$ cat config.mk
export PLATFORM = sky130hd
export DESIGN_NAME = rx_own_tracker
export DESIGN_NICKNAME = d
export VERILOG_FILES = /design/src/rtl/rx_own_pkg.sv /design/src/rtl/rx_own_ctrl.sv /design/src/rtl/rx_own_dp.sv /design/src/rtl/rx_own_tracker.sv
export SDC_FILE = /design/constraint.sdc
export NUM_CORES = 1
export LEC_CHECK = 0
export BUFFER_PORTS_ARGS = -buffer_cell sky130_fd_sc_hd__buf_2
export CAP_MARGIN = 15
export CORE_UTILIZATION = 55
export CTS_BUF_LIST = sky130_fd_sc_hd__clkbuf_4 sky130_fd_sc_hd__clkbuf_8
export DETAILED_ROUTE_END_ITERATION = 8
export PLACE_DENSITY = 0.8
export SETUP_SLACK_MARGIN = 0.4
export SLEW_MARGIN = 20
export SYNTH_ARGS = -nofsm -noshare
export SYNTH_HDL_FRONTEND = slang
export SYNTH_SLANG_ARGS = --single-unit
$ cat constraint.sdc
create_clock -name clk -period 3.5 [get_ports clk]
set_input_delay 0.175 -clock clk [delete_from_list [all_inputs] [get_ports clk]]
set_output_delay 0.175 -clock clk [all_outputs]
set_load 0.005 [all_outputs]
$ cat src/rtl/rx_own_pkg.sv
package rx_own_pkg;

  typedef enum logic [1:0] {
    OWN_UNSET = 2'd0,
    OWN_UPPER = 2'd1,
    OWN_LOWER = 2'd2,
    OWN_READY = 2'd3
  } ownState_t;

  typedef struct packed {
    logic      upWe;
    ownState_t upNext;
    logic      lowWe;
    ownState_t lowNext;
  } ownStrobe_t;

endpackage

$ cat src/rtl/rx_own_ctrl.sv
module rx_own_ctrl
  import rx_own_pkg::*;
#(
  parameter int NUM_BUFS = 8,
  parameter int IDX_W    = $clog2(NUM_BUFS)
) (
  input  logic             clk,
  input  logic             rstN,
  input  logic             upReqValid,
  input  logic [IDX_W-1:0] upReqIdx,
  input  logic [1:0]       upReqTarget,
  input  logic             lowReqValid,
  input  logic [IDX_W-1:0] lowReqIdx,
  input  logic [1:0]       lowReqTarget,
  input  ownState_t        curStates [NUM_BUFS],
  output ownStrobe_t       strobe,
  output logic             readyPulse,
  output logic [IDX_W-1:0] readyIdx,
  output logic             upErr,
  output logic             lowErr
);

  ownState_t upCur, lowCur, upTgt, lowTgt;
  logic      upInRange, lowInRange, upLegal, lowLegal;

  always_comb begin
    upTgt      = ownState_t'(upReqTarget);
    lowTgt     = ownState_t'(lowReqTarget);
    upInRange  = int'(upReqIdx) < NUM_BUFS;
    lowInRange = int'(lowReqIdx) < NUM_BUFS;
    upCur      = upInRange ? curStates[upReqIdx] : OWN_UNSET;
    upLegal    = upReqValid && upInRange &&
                 (((upCur == OWN_UNSET) && (upTgt == OWN_LOWER)) ||
                  ((upCur == OWN_READY) && (upTgt == OWN_UPPER)) ||
                  ((upCur == OWN_UPPER) && (upTgt == OWN_LOWER)));
    // upper request goes first; lower sees its result
    if (upLegal && (upReqIdx == lowReqIdx))
      lowCur = upTgt;
    else
      lowCur = lowInRange ? curStates[lowReqIdx] : OWN_UNSET;
    lowLegal = lowReqValid && lowInRange &&
               (lowCur == OWN_LOWER) && (lowTgt == OWN_READY);

    strobe.upWe    = upLegal;
    strobe.upNext  = upTgt;
    strobe.lowWe   = lowLegal;
    strobe.lowNext = lowTgt;
  end

  always_ff @(posedge clk or negedge rstN) begin
    if (!rstN) begin
      readyPulse <= 1'b0;
      readyIdx   <= '0;
      upErr      <= 1'b0;
      lowErr     <= 1'b0;
    end else begin
      readyPulse <= lowLegal;
      if (lowLegal) readyIdx <= lowReqIdx;
      upErr      <= upReqValid && !upLegal;
      lowErr     <= lowReqValid && !lowLegal;
    end
  end

  p_ready_cause_r4: assert property (@(posedge clk) disable iff (!rstN)
    readyPulse |-> ($past(lowReqValid) && ($past(lowReqTarget) == 2'd3)));

  p_up_err_cause_r7: assert property (@(posedge clk) disable iff (!rstN)
    upErr |-> $past(upReqValid));

  p_low_err_cause_r7: assert property (@(posedge clk) disable iff (!rstN)
    lowErr |-> $past(lowReqValid));

endmodule

$ cat src/rtl/rx_own_dp.sv
module rx_own_dp
  import rx_own_pkg::*;
#(
  parameter int NUM_BUFS = 8,
  parameter int IDX_W    = $clog2(NUM_BUFS)
) (
  input  logic             clk,
  input  logic             rstN,
  input  ownStrobe_t       strobe,
  input  logic [IDX_W-1:0] upIdx,
  input  logic [IDX_W-1:0] lowIdx,
  input  logic             fillActive,
  input  logic [IDX_W-1:0] fillIdx,
  output ownState_t        states [NUM_BUFS],
  output logic             freeValid,
  output logic [IDX_W-1:0] freeIdx
);

  for (genvar g = 0; g < NUM_BUFS; g++) begin : gBuf
    always_ff @(posedge clk or negedge rstN) begin
      if (!rstN)
        states[g] <= OWN_UNSET;
      else if (strobe.lowWe && (int'(lowIdx) == g))
        states[g] <= strobe.lowNext;
      else if (strobe.upWe && (int'(upIdx) == g))
        states[g] <= strobe.upNext;
    end

    p_never_unset_r1: assert property (@(posedge clk) disable iff (!rstN)
      (states[g] != OWN_UNSET) |=> (states[g] != OWN_UNSET));
  end

  always_comb begin
    freeValid = 1'b0;
    freeIdx   = '0;
    for (int i = NUM_BUFS - 1; i >= 0; i--) begin
      if ((states[i] == OWN_LOWER) && !(fillActive && (int'(fillIdx) == i))) begin
        freeValid = 1'b1;
        freeIdx   = IDX_W'(i);
      end
    end
  end

  p_free_lower_r9: assert property (@(posedge clk) disable iff (!rstN)
    freeValid |-> (states[freeIdx] == OWN_LOWER));

  p_free_not_filling_r9: assert property (@(posedge clk) disable iff (!rstN)
    (freeValid && fillActive) |-> (freeIdx != fillIdx));

endmodule

$ cat src/rtl/rx_own_tracker.sv
module rx_own_tracker
  import rx_own_pkg::*;
#(
  parameter int NUM_BUFS = 8,
  parameter int IDX_W    = $clog2(NUM_BUFS),
  localparam int STATE_BITS = 2 * NUM_BUFS
) (
  input  logic                  clk,
  input  logic                  rstN,
  input  logic                  upReqValid,
  input  logic [IDX_W-1:0]      upReqIdx,
  input  logic [1:0]            upReqTarget,
  input  logic                  lowReqValid,
  input  logic [IDX_W-1:0]      lowReqIdx,
  input  logic [1:0]            lowReqTarget,
  input  logic                  fillActive,
  input  logic [IDX_W-1:0]      fillIdx,
  output logic [STATE_BITS-1:0] bufState,
  output logic                  readyPulse,
  output logic [IDX_W-1:0]      readyIdx,
  output logic                  upErr,
  output logic                  lowErr,
  output logic                  freeValid,
  output logic [IDX_W-1:0]      freeIdx
);

  ownStrobe_t strobe;
  ownState_t  states [NUM_BUFS];

  rx_own_ctrl #(.NUM_BUFS(NUM_BUFS), .IDX_W(IDX_W)) uCtrl (
    .clk(clk), .rstN(rstN),
    .upReqValid(upReqValid), .upReqIdx(upReqIdx), .upReqTarget(upReqTarget),
    .lowReqValid(lowReqValid), .lowReqIdx(lowReqIdx), .lowReqTarget(lowReqTarget),
    .curStates(states), .strobe(strobe),
    .readyPulse(readyPulse), .readyIdx(readyIdx),
    .upErr(upErr), .lowErr(lowErr)
  );

  rx_own_dp #(.NUM_BUFS(NUM_BUFS), .IDX_W(IDX_W)) uDp (
    .clk(clk), .rstN(rstN), .strobe(strobe),
    .upIdx(upReqIdx), .lowIdx(lowReqIdx),
    .fillActive(fillActive), .fillIdx(fillIdx),
    .states(states), .freeValid(freeValid), .freeIdx(freeIdx)
  );

  for (genvar g = 0; g < NUM_BUFS; g++) begin : gPack
    assign bufState[2*g +: 2] = states[g];
  end

endmodule

Word-level counts from Yosys, hierarchy flattened
Index checks and enable logic that the tools add are counted.
{"block": "totals", "word_cells": 156, "reg_bits": 22, "in_bits": 18}
{"block": "op_classes", "mux": 39, "n_reduce_logical": 65, "bitwise": 2, "magnitude_cmp": 2, "n_eq_ne": 36}
{"operator": "2-bit 2-to-1 mux", "count": 21}
{"operator": "1-bit logical AND", "count": 41}
{"operator": "3-bit == test, second input constant", "count": 12}
{"operator": "2-bit == test, second input constant", "count": 12}
{"operator": "3-bit 2-to-1 mux", "count": 8}
{"operator": "3-bit by 2-bit == test with 1-bit output, second input constant", "count": 6}
{"operator": "2-bit nonzero test", "count": 8}
{"operator": "2-bit binary-select mux with 3-bit select", "count": 2}
{"operator": "1-bit zero test", "count": 10}
{"operator": "3-bit by 1-bit == test with 1-bit output, second input constant", "count": 3}
{"operator": "3-bit zero test", "count": 3}
{"operator": "4-bit greater-or-equal comparator, second input constant", "count": 2}
{"operator": "1-bit 2-to-1 mux", "count": 8}
{"operator": "3-bit NOT with 4-bit output", "count": 2}
{"operator": "2-bit by 1-bit == test with 1-bit output, second input constant", "count": 2}
{"operator": "3-bit == test", "count": 1}
{"operator": "2-bit zero test", "count": 1}
{"operator": "1-bit logical OR", "count": 2}

Logic depth before layout (Yosys ltp)
{"block": "logic_depth", "word_depth": 16, "depth_mapped": 7, "mapped_depth_nobuf": 5}

By module
From an unflattened synthesis, not the netlist that was laid out.
{"block": "unflattened", "cells_unflattened": 188, "hier_area_um2": 1749.2}
{"mod": "rx_own_dp", "cells_each": 123, "instances": 1, "area_each_um2": 1114.8}
{"mod": "rx_own_ctrl", "cells_each": 65, "instances": 1, "area_each_um2": 634.4}

Worst setup path before layout
OpenSTA, ideal clock, no wires.
{"block": "synth_timing", "path_kind": "register to register", "startpoint": "register uDp.states[9] in the netlist's numbering", "endpoint": "register uDp.states[10] in the netlist's numbering", "period_less_slack_ns": 1.999, "required_time_ns": 3.360, "path_stages_with_launch": 6, "t_arrival_ns": 1.859, "setup_slack_ns": 1.501, "setup_time_ns": 0.140, "cell_sequence": "dfrtp_1 > mux4_2 > mux2_4 > or4_4 > nand2_1 > o41ai_2"}
{"block": "synth_via", "elab_chain_cells": 15, "word_cells_on_any_way": 24, "classes_between": "eq/ne: 3; mux: 8; reduce/logical: 13"}
{"item": "start: declaration", "line_no": "rx_own_dp.sv:14", "text": "output ownState_t states [NUM_BUFS],"}
{"item": "start signal: indexed assignment", "line_no": "rx_own_dp.sv:24", "text": "states[g] <= strobe.lowNext;"}
{"item": "start signal: indexed assignment", "line_no": "rx_own_dp.sv:26", "text": "states[g] <= strobe.upNext;"}
{"item": "2-bit binary-select mux with 3-bit select", "line_no": "rx_own_ctrl.sv:31", "text": "upCur = upInRange ? curStates[upReqIdx] : OWN_UNSET;"}
{"item": "2-bit 2-to-1 mux (not written as such) (2 in series)", "line_no": "rx_own_ctrl.sv:31"}
{"item": "2-bit == test / 2-bit zero test (equally long branches)", "line_no": "rx_own_ctrl.sv:34, rx_own_ctrl.sv:33"}
{"item": "1-bit logical AND (on tied branches)", "line_no": "rx_own_ctrl.sv:34, rx_own_ctrl.sv:33"}
{"item": "1-bit logical OR", "line_no": "rx_own_ctrl.sv:33", "text": "(((upCur == OWN_UNSET) && (upTgt == OWN_LOWER)) ||"}
{"item": "1-bit logical OR", "line_no": "rx_own_ctrl.sv:34", "text": "((upCur == OWN_READY) && (upTgt == OWN_UPPER)) ||"}
{"item": "1-bit logical AND", "line_no": "rx_own_ctrl.sv:32", "text": "upLegal = upReqValid && upInRange &&"}
{"item": "1-bit logical AND", "line_no": "rx_own_ctrl.sv:37", "text": "if (upLegal && (upReqIdx == lowReqIdx))"}
{"item": "2-bit 2-to-1 mux", "line_no": "rx_own_ctrl.sv:37"}
{"item": "2-bit == test", "line_no": "rx_own_ctrl.sv:42", "text": "(lowCur == OWN_LOWER) && (lowTgt == OWN_READY);"}
{"item": "1-bit logical AND", "line_no": "rx_own_ctrl.sv:41", "text": "lowLegal = lowReqValid && lowInRange &&"}
{"item": "1-bit logical AND", "line_no": "rx_own_ctrl.sv:42"}
{"item": "1-bit logical AND", "line_no": "rx_own_dp.sv:23", "text": "else if (strobe.lowWe && (int'(lowIdx) == g))"}
{"item": "2-bit 2-to-1 mux / 2-bit nonzero test (equally long branches)"}
Parallel ways exist; a longest one is shown, timed or not. The select of a mux whose other input is x is not followed.
A chain may end at the register's enable or synchronous reset.

Worst setup path in the final report
{"block": "layout_timing", "startpoint": "register uDp.states[8] in the netlist's numbering", "endpoint": "register uCtrl.readyIdx[1]"}
{"block": "layout_via", "elab_chain_cells": 13, "word_cells_on_any_way": 20, "classes_between": "eq/ne: 3; mux: 7; reduce/logical: 10"}
{"item": "2-bit binary-select mux with 3-bit select", "line_no": "rx_own_ctrl.sv:31"}
{"item": "2-bit 2-to-1 mux (not written as such) (2 in series)", "line_no": "rx_own_ctrl.sv:31"}
{"item": "2-bit == test / 2-bit zero test (equally long branches)", "line_no": "rx_own_ctrl.sv:34, rx_own_ctrl.sv:33"}
{"item": "1-bit logical AND (on tied branches)", "line_no": "rx_own_ctrl.sv:34, rx_own_ctrl.sv:33"}
{"item": "1-bit logical OR", "line_no": "rx_own_ctrl.sv:33"}
{"item": "1-bit logical OR", "line_no": "rx_own_ctrl.sv:34"}
{"item": "1-bit logical AND", "line_no": "rx_own_ctrl.sv:32"}
{"item": "1-bit logical AND", "line_no": "rx_own_ctrl.sv:37"}
{"item": "2-bit 2-to-1 mux (*)", "line_no": "rx_own_ctrl.sv:37"}
{"item": "2-bit == test (*)", "line_no": "rx_own_ctrl.sv:42"}
{"item": "1-bit logical AND (*)", "line_no": "rx_own_ctrl.sv:41"}
{"item": "1-bit logical AND (*)", "line_no": "rx_own_ctrl.sv:42"}
{"item": "end signal: assignment", "line_no": "rx_own_ctrl.sv:58", "text": "if (lowLegal) readyIdx <= lowReqIdx;"}
{"item": "end: declaration", "line_no": "rx_own_ctrl.sv:18", "text": "output logic [IDX_W-1:0] readyIdx,"}
Mark *: on every way between the ends. The rest lies on a longest branch, timed or not. The select of a mux whose other input is x is not followed.

==> summary.md <==
| Metric | Value |
|---|---|
| Synth warn | 0 |
| Slew @ Worst Pin | ~700 ps |
| Period Utilization, post-route | about two thirds |
| CTS clk-pin slew, worst paths | 120 ps |
| Full die area | roughly 3000 µm² |
| Initial DRC Count | 44 |
| CP cell instances | nand2b_1 -> mux4_2 -> mux2_2 -> o22a_1 -> mux2_1 |
| Post-Syn Area | 1541 µm² |
| Drt via density | 6.249 |
| Mapped Nets | 182 |
| Status | complete, no violations |
| WS Path Type | reg2reg |
| CP delay by family, top | multiplexers |
| WP buf/inv | 0 |
| Slew Viols, Final | 0 |
| Postcts setup bufs | 0 |
| Final Wtd Congestion | 0.9109 |
| Power Dens Cells | 529.4 nW/µm² |
| Clock share of power | 14.9% |
| Ant diodes | 0 |
| Seq pwr share | 40.8% |
| First-pass GRT wire length | 6348 µm |
| Initial Util | 60.04% |
| CTS tree | built |
| Switch Pwr | 353.2 µW |
| Std cell rows | 18 |
| Post-CTS Hold Buffers | 1 |
| Data arrival time of the critical path | around 2500 ps |
| Critical path endpoint category | flip-flop |
| Register area | 550.5 µm² |
| Logic pwr share | 44.2% |
| Fillers | 233 |
| Initial antenna violation count | 0 |
| Tot GR Track Use | 29.78% |
| Remaining DRCs | 0 |
| Setup TNS | 0 ps |
| Critical path depth | 5 |
| Worst-path maximum fanout | 13 |
| Placed wire-length estimate | around 3000 µm |
| CP peak stage delay | 460 ps |
| Layout cells sized above 1 | 33.00% |
| Max-cap violation count | 0 |
| Clock skew | 4.397 ps |
| Area grow syn2layout | 15.99% |
| Port buffer count | 43 |
| RSZ-0062 raised after global routing | false |
| VDD IR max | 0.4430 mV |
| Vias in the first global route | 1408 |
| Multi-input logic area | 908.4 µm² |
| Clock root buffer | clkbuf_4 |
| Clock Latency Late Sink | 310 ps |
| Hold Slack | 89.76 ps |
| I/O pins | between 40 and 50 |
| Post-route ant nets | 0 |
| Final setup violating endpoints | 0 |
| DR pass1 iterations | 4 |
| Placeable Area | 2567 µm² |
| Die width | 54.94 µm |
| DR WL/cell | 16.76 µm |
| Leakage | 0.0008198 µW |
| CTS resizes | 0 |
| Inserted Clock Buffers | 3 |
| DR vias | 1456 |
| Final hold violation count | 0 |
| Internal power | 593.4 µW |
| Netlist cell types | 46 |
| Highest Clock Rate | 435.9 MHz |
| WL final | between 3000 and 4000 µm |
| CP max stage cell | mux4_2 |
| Die height | roughly 55 µm |
| H-tree depth | 1 |
| Hold crit path type | in2reg |
| Nets | 222 |
| Layout Utilization | 69.64% |
| Register area share after synthesis | 35.71% |
| Switching Share | 37.31% |
| Worst rel slew slack | 52.29% |
| Synth Instances | 164 |
| Clk sinks | 22 |
| CTS Buffer Depth | 2 |
| Reg2reg path depth | 5 |
| FF+latch count, synth | 22 |
| Largest net degree at the start of global routing | 23 |
| Grt total ovfl | 0 |
| Syn avg cell area | roughly 9.4 µm² |
| Fin crit period | 2294 ps |
| CP required | 3700 ps |
| Startpoint Class | flip-flop |
| Worst Hold Depth | 2 |
## cell families after synthesis
group,count (synthesis),share of synthesized area (%)
buffers and inverters,17,5.357
AO/OA/AOI/OAI,30,15.99
XOR/XNOR,3,1.705
AND/OR/NAND/NOR,79,27.92
flip-flops,22,35.71
multiplexers,13,13.31
## flip-flops by register name (all words and copies together), names as in the netlist
name              flops
uCtrl.readyIdx        3
uDp.states           16
uCtrl.readyPulse      1
uCtrl.upErr           1
uCtrl.lowErr          1
## final timing paths
| check | start | endpoint | slack [ps] |
|---|---|---|---|
| max | uDp.states[8]$_DFFE_PN0P_ | uCtrl.readyIdx[1]$_DFFE_PN0P_ | 1210 |
| min | lowReqValid | uCtrl.lowErr$_DFF_PN0_ | 90 |
| max reg2reg | uDp.states[8]$_DFFE_PN0P_ | uCtrl.readyIdx[1]$_DFFE_PN0P_ | 1210 |
| min reg2reg | uCtrl.readyIdx[2]$_DFFE_PN0P_ | uCtrl.readyIdx[2]$_DFFE_PN0P_ | 500 |
| max in group asynchronous | rstN | uDp.states[8]$_DFFE_PN0P_ | 2820 |
| min in group asynchronous | rstN | uDp.states[2]$_DFFE_PN0P_ | 340 |
## power groups by stage
stage               logic [µW]  registers, µW  clock network [µW]
floorplan                  260            385                   0
global placement           404            386                   0
detailed placement         417            391                   0
CTS                        420            384                 146
finish                     419            387                 141
global route               468            396                 157
## Yosys cell counts (all sizes together)
cell | n | share of area [%]
nand4 | 2 | 0.81
and2 | 2 | 0.81
buf | 5 | 2.4
a21oi | 2 | 0.65
nor3 | 6 | 1.9
o21bai | 2 | 0.97
dfrtp | 22 | 36
or3b | 1 | 0.57
or4 | 1 | 0.73
xor2 | 2 | 1.1
or4b | 1 | 0.65
mux4 | 5 | 7.3
nand2 | 11 | 2.7
nor3b | 1 | 0.49
nand3 | 8 | 2.6
clkbuf | 4 | 0.97
o221ai | 1 | 0.57
o32a | 1 | 0.65
and3 | 1 | 0.41
o31ai | 3 | 1.5
nor2 | 17 | 4.1
nor4 | 4 | 1.6
nand2b | 14 | 6.2
xnor2 | 1 | 0.57
a221oi | 1 | 0.57
o21a | 2 | 0.97
a2bb2oi | 1 | 0.57
mux2i | 1 | 0.65
a22oi | 1 | 0.49
o41ai | 5 | 4.8
o22a | 1 | 0.57
nand3b | 3 | 1.5
or2 | 2 | 0.81
o21ai | 6 | 1.9
o31a | 1 | 0.57
mux2 | 7 | 5.4
o22ai | 3 | 1.2
inv | 8 | 1.9
nor2b | 5 | 2.0
## layout make-up
type,count,area share (%)
flip-flops and latches,22,30.79
well taps,30,2.099
clock buffers,4,2.029
inverters,8,1.680
repair buffers,44,12.60
multi-input cells,125,50.80
## per-layer routing
| metal | global-route usage (%) | part of all wire (%) | up-vias |
|---|---|---|---|
| li1 | - | - | 683 |
| met1 | 36.51 | 41 | 698 |
| met2 | 54.22 | 51 | 63 |
| met3 | 3.279 | 5.7 | 12 |
| met4 | 9.583 | 1.9 | 0 |
| met5 | 0 | 0 | - |
## worst register-to-register path: stages, from the launching register on
cell      delay [ps]
dfrtp_1          420
nand2b_1         230
mux4_2           460
mux2_2           280
o22a_1           390
mux2_1           400
## layout by cell type, fill, tap and decap left out, drive strengths merged, types with 6 or more instances in the layout
master	Yosys	final
buf	5	43
dfrtp	22	22
nor2	17	17
nand2b	14	14
nand2	11	11
nand3	8	8
inv	8	8
mux2	7	7
nor3	6	6
o21ai	6	6
## through the flow
stage                     worst slack [ps]  instance area (µm²)  cells  power, µW
after floorplan                       1501                 1541    164      644.9
after global placement                1286                 1742    228      790.1
after detailed placement              1223                 1742    228      807.6
after CTS                             1220                 1788    233      950.2
after global routing                  1090                 1788    233       1021
final                                 1206                 1788    233      946.6
No activity file was read; power rests on OpenSTA's default activity.
